==> config.mk <==
export PLATFORM = sky130hd
export DESIGN_NAME = sensor_readout_seq
export DESIGN_NICKNAME = d
export VERILOG_FILES = /design/src/rtl/readout_seq_pkg.sv /design/src/rtl/readout_cfg.sv /design/src/rtl/readout_ctrl.sv /design/src/rtl/readout_strobes.sv /design/src/rtl/sensor_readout_seq.sv
export SDC_FILE = /design/constraint.sdc
export NUM_CORES = 1
export LEC_CHECK = 0
export BUFFER_PORTS_ARGS = -buffer_cell sky130_fd_sc_hd__buf_2
export CORE_MARGIN = 2
export CORE_UTILIZATION = 40
export CTS_BUF_LIST = sky130_fd_sc_hd__clkbuf_8 sky130_fd_sc_hd__clkbuf_16
export DETAILED_ROUTE_END_ITERATION = 8
export SLEW_MARGIN = 15
export SYNTH_ARGS = -nofsm -noshare
export SYNTH_HDL_FRONTEND = slang
export SYNTH_SLANG_ARGS = --single-unit
==> constraint.sdc <==
create_clock -name clk_i -period 4.1 [get_ports clk_i]
set_input_delay 0.82 -clock clk_i [delete_from_list [all_inputs] [get_ports clk_i]]
set_output_delay 0.82 -clock clk_i [all_outputs]
set_load 0.03 [all_outputs]
==> src/rtl/readout_seq_pkg.sv <==
package readout_seq_pkg;
  typedef enum logic [2:0] {
    ST_IDLE,
    ST_EXPOSE,
    ST_FSTART,
    ST_BLANK,
    ST_PIXEL,
    ST_DONE
  } seq_state_e;
endpackage

==> src/rtl/readout_cfg.sv <==
module readout_cfg #(
  parameter int X_W = 11,
  parameter int Y_W = 10,
  parameter int T_W = 16,
  parameter int X_ALIGN_LOG2 = 1
) (
  input  logic           clk_i,
  input  logic           rst_ni,
  input  logic           load_i,
  input  logic [X_W-1:0] roi_x_i,
  input  logic [Y_W-1:0] roi_y_i,
  input  logic [X_W-1:0] width_i,
  input  logic [Y_W-1:0] height_i,
  input  logic [T_W-1:0] blank_i,
  input  logic [T_W-1:0] integ_i,
  output logic [X_W-1:0] x0_o,
  output logic [Y_W-1:0] y0_o,
  output logic [X_W-1:0] w_o,
  output logic [Y_W-1:0] h_o,
  output logic [T_W-1:0] b_o,
  output logic [T_W-1:0] i_o
);
  logic [X_W-1:0] x_al;

  generate
    if (X_ALIGN_LOG2 == 0) begin : g_no_align
      assign x_al = roi_x_i;
    end else begin : g_align
      assign x_al = {roi_x_i[X_W-1:X_ALIGN_LOG2], {X_ALIGN_LOG2{1'b0}}};
    end
  endgenerate

  always_ff @(posedge clk_i or negedge rst_ni) begin
    if (!rst_ni) begin
      x0_o <= '0;
      y0_o <= '0;
      w_o  <= X_W'(1);
      h_o  <= Y_W'(1);
      b_o  <= T_W'(1);
      i_o  <= T_W'(1);
    end else if (load_i) begin
      x0_o <= x_al;
      y0_o <= roi_y_i;
      w_o  <= (width_i  == '0) ? X_W'(1) : width_i;
      h_o  <= (height_i == '0) ? Y_W'(1) : height_i;
      b_o  <= (blank_i  == '0) ? T_W'(1) : blank_i;
      i_o  <= (integ_i  == '0) ? T_W'(1) : integ_i;
    end
  end
endmodule

==> src/rtl/readout_ctrl.sv <==
module readout_ctrl
  import readout_seq_pkg::*;
#(
  parameter int X_W = 11,
  parameter int Y_W = 10,
  parameter int T_W = 16
) (
  input  logic           clk_i,
  input  logic           rst_ni,
  input  logic           start_i,
  input  logic           global_i,
  input  logic [X_W-1:0] w_i,
  input  logic [Y_W-1:0] h_i,
  input  logic [T_W-1:0] b_i,
  input  logic [T_W-1:0] i_i,
  output logic           accept_o,
  output seq_state_e     state_o,
  output logic [T_W-1:0] tcnt_o,
  output logic [X_W-1:0] px_o,
  output logic [Y_W-1:0] ln_o
);
  seq_state_e     st_q, st_d;
  logic [T_W-1:0] t_q, t_d;
  logic [X_W-1:0] px_q, px_d;
  logic [Y_W-1:0] ln_q, ln_d;

  always_comb begin
    st_d     = st_q;
    t_d      = t_q;
    px_d     = px_q;
    ln_d     = ln_q;
    accept_o = 1'b0;
    unique case (st_q)
      ST_IDLE, ST_DONE: begin
        if (start_i) begin
          accept_o = 1'b1;
          st_d     = global_i ? ST_EXPOSE : ST_FSTART;
          t_d      = '0;
        end else begin
          st_d = ST_IDLE;
        end
      end
      ST_EXPOSE: begin
        if (t_q == i_i) st_d = ST_FSTART;
        else            t_d  = t_q + T_W'(1);
      end
      ST_FSTART: begin
        st_d = ST_BLANK;
        t_d  = '0;
        ln_d = '0;
      end
      ST_BLANK: begin
        if (t_q == b_i - T_W'(1)) begin
          st_d = ST_PIXEL;
          px_d = '0;
        end else begin
          t_d = t_q + T_W'(1);
        end
      end
      ST_PIXEL: begin
        if (px_q == w_i - X_W'(1)) begin
          if (ln_q == h_i - Y_W'(1)) begin
            st_d = ST_DONE;
          end else begin
            st_d = ST_BLANK;
            t_d  = '0;
            ln_d = ln_q + Y_W'(1);
          end
        end else begin
          px_d = px_q + X_W'(1);
        end
      end
      default: st_d = ST_IDLE;
    endcase
  end

  always_ff @(posedge clk_i or negedge rst_ni) begin
    if (!rst_ni) begin
      st_q <= ST_IDLE;
      t_q  <= '0;
      px_q <= '0;
      ln_q <= '0;
    end else begin
      st_q <= st_d;
      t_q  <= t_d;
      px_q <= px_d;
      ln_q <= ln_d;
    end
  end

  assign state_o = st_q;
  assign tcnt_o  = t_q;
  assign px_o    = px_q;
  assign ln_o    = ln_q;
endmodule

==> src/rtl/readout_strobes.sv <==
module readout_strobes
  import readout_seq_pkg::*;
#(
  parameter int X_W = 11,
  parameter int Y_W = 10,
  parameter int T_W = 16
) (
  input  seq_state_e     state_i,
  input  logic [T_W-1:0] tcnt_i,
  input  logic [X_W-1:0] px_i,
  input  logic [Y_W-1:0] ln_i,
  input  logic [X_W-1:0] x0_i,
  input  logic [Y_W-1:0] y0_i,
  input  logic [T_W-1:0] b_i,
  input  logic [T_W-1:0] i_i,
  output logic           frame_start_o,
  output logic           row_adv_o,
  output logic           col_load_o,
  output logic           shut_open_o,
  output logic           shut_close_o,
  output logic           pix_valid_o,
  output logic [Y_W-1:0] line_o,
  output logic [X_W-1:0] pixel_o,
  output logic           frame_done_o
);
  logic in_exp, in_blank;

  assign in_exp        = (state_i == ST_EXPOSE);
  assign in_blank      = (state_i == ST_BLANK);
  assign frame_start_o = (state_i == ST_FSTART);
  assign shut_open_o   = in_exp && (tcnt_i == '0);
  assign shut_close_o  = in_exp && (tcnt_i == i_i);
  assign row_adv_o     = in_blank && (tcnt_i == '0);
  assign col_load_o    = in_blank && (tcnt_i == b_i - T_W'(1));
  assign pix_valid_o   = (state_i == ST_PIXEL);
  assign frame_done_o  = (state_i == ST_DONE);
  assign pixel_o       = x0_i + px_i;
  assign line_o        = y0_i + ln_i;
endmodule

==> src/rtl/sensor_readout_seq.sv <==
module sensor_readout_seq
  import readout_seq_pkg::*;
#(
  parameter int X_W = 11,
  parameter int Y_W = 10,
  parameter int T_W = 16,
  parameter int X_ALIGN_LOG2 = 1
) (
  input  logic           clk_i,
  input  logic           rst_ni,
  input  logic           start_i,
  input  logic           global_mode_i,
  input  logic [X_W-1:0] roi_x_i,
  input  logic [Y_W-1:0] roi_y_i,
  input  logic [X_W-1:0] width_i,
  input  logic [Y_W-1:0] height_i,
  input  logic [T_W-1:0] blank_cyc_i,
  input  logic [T_W-1:0] integ_cyc_i,
  output logic           frame_start_o,
  output logic           row_adv_o,
  output logic           col_load_o,
  output logic           shut_open_o,
  output logic           shut_close_o,
  output logic           pix_valid_o,
  output logic [Y_W-1:0] line_o,
  output logic [X_W-1:0] pixel_o,
  output logic           frame_done_o
);
  logic           accept;
  seq_state_e     state;
  logic [T_W-1:0] tcnt, cfg_b, cfg_i;
  logic [X_W-1:0] px, cfg_x0, cfg_w;
  logic [Y_W-1:0] ln, cfg_y0, cfg_h;

  readout_cfg #(.X_W(X_W), .Y_W(Y_W), .T_W(T_W), .X_ALIGN_LOG2(X_ALIGN_LOG2)) u_cfg (
    .clk_i   (clk_i),
    .rst_ni  (rst_ni),
    .load_i  (accept),
    .roi_x_i (roi_x_i),
    .roi_y_i (roi_y_i),
    .width_i (width_i),
    .height_i(height_i),
    .blank_i (blank_cyc_i),
    .integ_i (integ_cyc_i),
    .x0_o    (cfg_x0),
    .y0_o    (cfg_y0),
    .w_o     (cfg_w),
    .h_o     (cfg_h),
    .b_o     (cfg_b),
    .i_o     (cfg_i)
  );

  readout_ctrl #(.X_W(X_W), .Y_W(Y_W), .T_W(T_W)) u_ctrl (
    .clk_i   (clk_i),
    .rst_ni  (rst_ni),
    .start_i (start_i),
    .global_i(global_mode_i),
    .w_i     (cfg_w),
    .h_i     (cfg_h),
    .b_i     (cfg_b),
    .i_i     (cfg_i),
    .accept_o(accept),
    .state_o (state),
    .tcnt_o  (tcnt),
    .px_o    (px),
    .ln_o    (ln)
  );

  readout_strobes #(.X_W(X_W), .Y_W(Y_W), .T_W(T_W)) u_strb (
    .state_i      (state),
    .tcnt_i       (tcnt),
    .px_i         (px),
    .ln_i         (ln),
    .x0_i         (cfg_x0),
    .y0_i         (cfg_y0),
    .b_i          (cfg_b),
    .i_i          (cfg_i),
    .frame_start_o(frame_start_o),
    .row_adv_o    (row_adv_o),
    .col_load_o   (col_load_o),
    .shut_open_o  (shut_open_o),
    .shut_close_o (shut_close_o),
    .pix_valid_o  (pix_valid_o),
    .line_o       (line_o),
    .pixel_o      (pixel_o),
    .frame_done_o (frame_done_o)
  );
endmodule

# After elaboration in Yosys (flattened, before gate mapping)

Index checks and enable logic that the tools add are counted.

Register bits: 113
Latch bits: 0
RAM bits: 0
Memory bits (read-only): 0
Bits of input ports: 78
Output and inout bits: 28
Word-level logic and storage cells: 78
Memories kept: 0

Add/subtract/negate cells: 8
$mul: 0
Divide/modulo/power cells: 0
Magnitude comparators: 0
Equal/unequal tests: 17
Shift-type cells: 0
Multiplexer cells: 25
Bitwise operators: 0
Reductions and logical operators: 18

Operator list:

| cell                                                | count |
|---|---|
| two-way mux 16 bit                                  | 7 |
| case mux 16 bit (5 select lines)                    | 1 |
| zero test 16 bit                                    | 3 |
| two-way mux 11 bit                                  | 3 |
| equality test 16 bit                                | 2 |
| two-way mux 10 bit                                  | 3 |
| case mux 11 bit (2 select lines)                    | 1 |
| case mux 10 bit (2 select lines)                    | 1 |
| adder 16 x 1 -> 16 bit (second input constant)      | 1 |
| subtractor 16 x 1 -> 16 bit (second input constant) | 1 |
| two-way mux 3 bit                                   | 5 |
| case mux 3 bit (5 select lines)                     | 1 |
| inequality test 2 bit (second input constant)       | 7 |
| adder 11 x 1 -> 11 bit (second input constant)      | 1 |
| adder 11 bit                                        | 1 |
| equality test 11 bit                                | 1 |
| zero test 11 bit                                    | 1 |
| subtractor 11 x 1 -> 11 bit (second input constant) | 1 |
| adder 10 x 1 -> 10 bit (second input constant)      | 1 |
| adder 10 bit                                        | 1 |
| equality test 10 bit                                | 1 |
| zero test 10 bit                                    | 1 |
| subtractor 10 x 1 -> 10 bit (second input constant) | 1 |
| AND reduction 3 bit                                 | 3 |
| 12 further kinds                                    | 19 |

# Logic depth before layout (Yosys ltp)

Gate-level depths: netlist of run 1.

Depth in word-level cells: 5
Depth in mapped cells: 13
Gate-level depth less buffers: 11

# Modules after synthesis

From an unflattened synthesis of run 1, not the netlist that was laid out.

Cell total of the unflattened synthesis: 872
Area total of the unflattened synthesis: 8306.7 um^2

Modules (own cells, without submodules):

| module          | instances | cells an instance | area an instance (um^2) | seq. area each (um^2) |
|---|---|---|---|---|
| readout_ctrl    | 1         | 460               | 3717.3                  | 1001.0 |
| readout_cfg     | 1         | 181               | 2931.6                  | 1831.8 |
| readout_strobes | 1         | 231               | 1657.8                  | 0.0 |

# Worst setup path before layout of run 1

OpenSTA, ideal clock, no wires.

Kind: reg-to-output
From: register u_cfg.b_o[1]
To: output port col_load_o
Data arrival time: 2961 ps
Path slack: 319 ps
Stages on the path, launching flop included: 12
Path buffers: 3
Cells stage by stage: dfrtp_1 > inv_1 > ha_1 > or4b_1 > buf_2 > or4b_1 > and3_1 > o31a_1 > nor4_2 > and4b_1 > buf_6 > buf_2

Word-level cells in the longest chain between the ends: 3

Ends and longest elaborated chain:

| element                     | line                     | RTL |
|---|---|---|
| start, declared             | readout_cfg.sv:20        | `output logic [T_W-1:0] b_o,` |
| start signal, assigned      | readout_cfg.sv:46        | `b_o <= (blank_i == '0) ? T_W'(1) : blank_i;` |
| subtractor 16 x 1 -> 16 bit | readout_strobes.sv:34    | `assign col_load_o = in_blank && (tcnt_i == b_i - T_W'(1));` |
| equality test 16 bit        | readout_strobes.sv:34    |  |
| logical AND 1 bit           | readout_strobes.sv:34    |  |
| end, declared               | sensor_readout_seq.sv:21 | `output logic col_load_o,` |

No other way between the ends.

# Final worst setup path of run 1

Same ends and word-level chain as after synthesis.

==> results.yml, run 1 <==
placed_design:
  io_buffer_count: 104
  dp_slack_ps: 333
  hpwlAfterDp_um: 12200
  gp_congestion: 0.821
global_route:
  track_usage_pct: 18.2
  grt_pass1_wl_um: 28600
  first_global_vias: 5736
  antenna_found_initial: 0
  grt_overflow: 0
  grt_max_degree: 114
sta:
  fin_skew_ps: 8.20
  tns_ps: 0
  tightest_slew_ps: 1050
  grt_setup_unrepaired: "no"
  setup_ws_ps: 110
  max_freq_mhz: 251
  min_period_ps: 3990
  holdWs_ps: 473
  hold_viol_final: 0
  max_slew_margin_pct: 29.7
  drv_slew: 0
  fin_crit_sh_pct: 97.3
  setup_violations: 0
floorplan:
  dieHeight_um: 139
  core-area_um2: 18000
  fp-row-count: 49
  die_area_um2: 19400
  io_pins: 106
  initial_utilization_pct: 40.8
  die_width_um: 139
critical_path:
  cp_slowest_cell: "or4b_1"
  cp_slowest_stage_delay_ps: 500
  reg2reg_to: "u_ctrl.tcnt_o[1]"
  critPathArrivalTime_ps: 3170
  rrSetupSlack_ps: 430
  startpoint_type: "register"
  required_ps: 3280
  path_class: "register to output pin"
  worstPathMaxFanout: 5
  cp_cell_sequence: "inv_2 > ha_4 > or4b_4 > or4b_1 > and3_1 > o31a_1 > nor4_4 > and4b_2 > buf_6"
  crit_path_end_kind: "output pin"
  reg2reg_from: "u_cfg.b_o[1]"
  reg2regPathDepth: 12
detailed_routing:
  postRouteAntennaNets: 0
  drtIter0Drc: 274
  vias: 5920
  wire_per_inst_um: 16.0
  finalWirelength_um: 17200
  viasPerCell: 5.50
  drc_errors: 0
  drtPass1Iterations: 4
cts:
  insertion_delay_ps: 410
  cts_buffers: 17
  cts_tree: "built"
  cts_root_buf: "clkbuf_16"
  clkTransAtPathRegs_ps: 50
  htreeDepth: 4
  clk_path_buf_depth: 2
  clock_sinks: 113
yosys:
  syn_nets: 850
  synth_edf_count: 0
  yosys-top-cells-count: "dfrtp_1, mux2_2, nor2_1"
  ys_ff_latch: 113
  yosysWarnings: 0
  postSynthAreaPerCell_um2: 9.84
  async_reset_ff_share_pct: 100
  synth_top_area_cell: "dfrtp_1"
  synth_most_common_cell: "dfrtp_1"
  netlist_top_cells_area: "dfrtp_1, mux2_2, xor2_1"
  synthesis.area_um2: 7330
  ys_dominant_reg_cell: "dfrtp_1"
  synth-seq-area-share_pct: 38.7
  synth_top_area_share_pct: 37.2
  synthCells: 745
  synth.distinct_cells: 71
layout:
  nets: 940
  synthToLayoutAreaGrowth_pct: 17.5
  antenna_cells: 0
  drive_gt1_share_pct: 27.9
worst_hold_path:
  hp-class: "input port to asynchronous set/reset pin"
power_and_ir_drop:
  power_density_nw_per_um2: 538
  ir_drop_uv: 375
  power.total_mw: 4.63
  power.leakage_nw: 4.18
run:
  drv_cap: 0
run_status:
  status: "completed"
metal layers:
metal,global-route usage (%),routed length [um],vias to the layer above
met5,0,0,-
met4,5.32,214,0
met3,4.51,659,18
met2,29.4,8060,103
met1,24.3,8280,2899
li1,-,-,2900
metrics by stage:
| step | utilization, % | area (um^2) | std cells |
|---|---|---|---|
| 2_1_floorplan | - | 7330 | 745 |
| 3_3_place_gp | 44.6 | 8020 | 1044 |
| 3_5_place_dp | 44.6 | 8020 | 1044 |
| 4_1_cts | 47.9 | 8600 | 1076 |
| 5_1_grt | 47.9 | 8610 | 1076 |
| 6_report | 47.9 | 8610 | 1076 |
logic make-up after synthesis:
| group | share of synthesized area [%] |
|---|---|
| xor+xnor | 10.5 |
| fa+ha+maj | 4.81 |
| compound gates | 11.2 |
| simple gates | 19.2 |
| flops | 38.7 |
| mux | 11.5 |
| buf+inv | 4.15 |
worst max path at each step:
stage / from / to / cells after the start / slack, ps
floorplan: u_cfg.b_o[1] / col_load_o / 11 / 320
global placement: u_cfg.b_o[1] / col_load_o / 9 / 370
detailed placement: u_cfg.b_o[1] / col_load_o / 9 / 330
CTS: u_cfg.b_o[1] / col_load_o / 9 / 20
global route: u_cfg.b_o[1] / col_load_o / 9 / 0.9
finish: u_cfg.b_o[1] / col_load_o / 9 / 110
critical path: cells and delay by family, from the launching register on:
family                     cells  cell delay (ps)
and+or+nand+nor                5             1690
AOI/OAI and AO/OA              1              310
buffers and inverters          2              230
adders and majority gates      1              150
DFF                            1              380
flip-flops by register name, indices dropped and copies added, names as in the netlist:
register,count
u_cfg.b_o,16
u_cfg.i_o,16
u_ctrl.tcnt_o,16
u_cfg.w_o,11
u_ctrl.px_o,11
u_cfg.h_o,10
u_cfg.x0_o,10
u_cfg.y0_o,10
u_ctrl.ln_o,10
u_ctrl.state_o,3
where the power goes:
group,leakage [nW],total (mW),switching [mW],internal (mW)
logic,2.42,1.53,0.776,0.756
clock network,0.293,1.37,0.497,0.877
registers,1.47,1.73,0.353,1.38
what timing repair did:
| item | in CTS | in global routing |
|---|---|---|
| pin swaps | 3 | 2 |
| cloned | 0 | 0 |
| setup endpoints to repair | 1 | 1 |
| hold buffers | 0 | 0 |
| setup buffers | 1 | 0 |
| resized for setup | 8 | 1 |
layout by cell type, fill, tap and decap left out, drive strengths merged, types with 3 or more instances in the layout:
master and instances:
nor4 29, a31oi 3, and2 3, nor3 20, inv 35, a221o 11
nor2b 9, ha 25, xnor2 41, mux2 71, or4 8, o31ai 3
dfrtp 109, o22ai 3, nand4 20, xor2 47, or3 11, nand3 13
a311oi 3, mux2i 4, o21ai 23, a211o 4, and3 24, a2111oi 3
clkinv 5, a21o 10, nand4b 3, or2 6, dfstp 4, nor2 55
nand2b 5, nand2 33, clkbuf 21, buf 112, nor4b 4, a21oi 27
area by class of cell:
cell class / instances / area [um^2]
clock buffer: 21 / 480
clock inverter: 10 / 70.1
fill: 1691 / 9350
inverter: 31 / 116
multi-input combinational: 560 / 4220
sequential: 113 / 2830
tap: 229 / 287
timing repair buffer: 112 / 602
Note: power is estimated with default switching activity, not from simulation.
==> run 2: changes to the inputs <==
- MAX_ROUTING_LAYER: default -> met4
- SYNTH_HIERARCHICAL: default -> 1
==> run 2 against run 1 <==
Against the previous run:
- die area increased by 13%
- cell count is 17% higher
- first-iteration DRC count increased by 53%
- total power is 47% higher
- utilization shrank 0.079 points
- sequential power grew 30%
==> results.yml, run 2 <==
run_status:
  status: "completed"
layout:
  postLayoutCoreUtil_pct: 47.8
  final_common_cell: "dfrtp_1"
  seq_area_um2: 2830
  synthToLayoutAreaGrowth_pct: 16.9
  antenna_cells: 0
  fin_area_um2: 9710
  mostFrequentLayoutCells: "dfrtp_1, buf_2, nor2_1"
  stdcell_count: 1255
  nets: 1078
  drive_gt1_share_pct: 24.6
  fillCellCount: 1949
  multiInputGateArea_um2: 5190
cts:
  clkTransAtPathRegs_ps: 50
  cts_root_buf: "clkbuf_16"
  ctsHoldBuffers: 0
  insertion_delay_ps: 420
  clock_sinks: 113
  htreeDepth: 4
  cts_tree: "built"
  post_cts_buffers: 0
  clk_path_buf_depth: 2
  cts_buffers: 17
  ctsResizeCount: 0
yosys:
  postSynthAreaPerCell_um2: 9.53
  synthesis.area_um2: 8310
  ys_dominant_reg_cell: "dfrtp_1"
  syn_nets: 978
  synth_edf_count: 0
  yosysWarnings: 6
  synth_top_area_cell: "dfrtp_1"
  synth.distinct_cells: 78
  async_reset_ff_share_pct: 100
  ys_ff_latch: 113
  synth_top_area_share_pct: 32.8
  synth_most_common_cell: "dfrtp_1"
  netlist_top_cells_area: "dfrtp_1, xor2_1, mux2_2"
  yosys-top-cells-count: "dfrtp_1, nor2_1, xor2_1"
  synth-seq-area-share_pct: 34.1
  synthCells: 872
critical_path:
  cp_slowest_stage_delay_ps: 540
  critPathArrivalTime_ps: 3070
  startpoint: "u_cfg/b_o[1]"
  reg2regPathDepth: 11
  crit_path_end_kind: "output pin"
  required_ps: 3280
  cp_slowest_cell: "or4b_4"
  reg2reg_from: "u_cfg/b_o[1]"
  startpoint_type: "register"
  cp_cell_sequence: "inv_1 > ha_1 > or4b_4 > xor2_1 > or3_1 > a2111oi_1 > and4_1 > buf_2"
  rrSetupSlack_ps: 530
  path_class: "register to output pin"
  worstPathMaxFanout: 10
global_route:
  first_global_vias: 6544
  grt_pass1_wl_um: 33200
  antenna_found_initial: 0
  track_usage_pct: 19.3
  grt_overflow: 0
  grt_max_degree: 63
sta:
  holdWs_ps: 490
  fin_crit_sh_pct: 95.0
  setup_ws_ps: 205
  tns_ps: 0
  tightest_slew_ps: 870
  fin_skew_ps: 16.6
  min_period_ps: 3890
  grt_setup_unrepaired: "no"
  max_slew_margin_pct: 41.8
  drv_slew: 0
  setup_violations: 0
  max_freq_mhz: 257
  hold_viol_final: 0
power_and_ir_drop:
  ir_drop_uv: 404
  power.leakage_nw: 4.43
  power_density_nw_per_um2: 699
  power.total_mw: 6.79
detailed_routing:
  postRouteAntennaNets: 0
  finalWirelength_um: 20100
  wire_per_inst_um: 16.0
  drtPass1Iterations: 6
  vias: 6929
  drc_errors: 0
  viasPerCell: 5.52
  drtIter0Drc: 418
floorplan:
  core-area_um2: 20300
  die_area_um2: 21900
  fp-row-count: 52
  die_width_um: 148
  io_pins: 106
  dieHeight_um: 148
  initial_utilization_pct: 40.9
placed_design:
  io_buffer_count: 104
  hpwlAfterDp_um: 14400
  dp_slack_ps: 511
  dpl-instance-area_um2: 9070
  gp_congestion: 0.833
  place_inst: 1223
worst_hold_path:
  hp-class: "input port to asynchronous set/reset pin"
run:
  drv_cap: 0
run 2: layout make-up:
| type | count | area share (%) |
|---|---|---|
| inverters | 28 | 1.08 |
| clock inverters | 14 | 1.96 |
| clock buffers | 18 | 4.52 |
| multi-input cells | 696 | 53.5 |
| well taps | 270 | 3.48 |
| repair buffers | 116 | 6.31 |
| flip-flops and latches | 113 | 29.2 |
run 2: power breakdown:
group / switching, mW / total, mW / leakage (nW) / internal, mW
Sequential: 0.705 / 2.25 / 1.43 / 1.54
Clock: 0.558 / 1.59 / 0.299 / 1.03
Combinational: 1.51 / 2.95 / 2.70 / 1.44
run 2: cell families after synthesis:
family | after synthesis | share of synthesized area [%]
simple gates | 345 | 23.5
buf+inv | 63 | 3.57
flops | 113 | 34.1
mux | 75 | 11.1
compound gates | 124 | 10.3
fa+ha+maj | 28 | 4.40
other cells | 1 | 0.0451
xor+xnor | 123 | 13.0
run 2: final timing paths:
check | end
setup / recovery | col_load_o
hold / removal | u_cfg/x0_o[1]
setup reg to reg | u_ctrl/tcnt_o[9]
hold reg to reg | u_cfg/x0_o[6]
max in group asynchronous | u_cfg/w_o[0]
min in group clk_i | u_cfg/x0_o[6]
run 2: worst max-delay path: cells and delay by family, from the launching register on:
family,cells,cell delay (ps)
AO/OA/AOI/OAI,1,390
adder cells (fa/ha/maj),1,220
flip-flops,1,480
XOR/XNOR,1,180
buffers and inverters,2,280
AND/OR/NAND/NOR,3,1100
run 2: layer usage:
layer  track usage [%]  vias up  part of all wire [%]
li1                  -     3416                     -
met5                 -        -                     0
met3              3.16       11                   4.0
met4              5.00        0                  0.88
met2              29.0      178                    45
met1              27.2     3324                    50
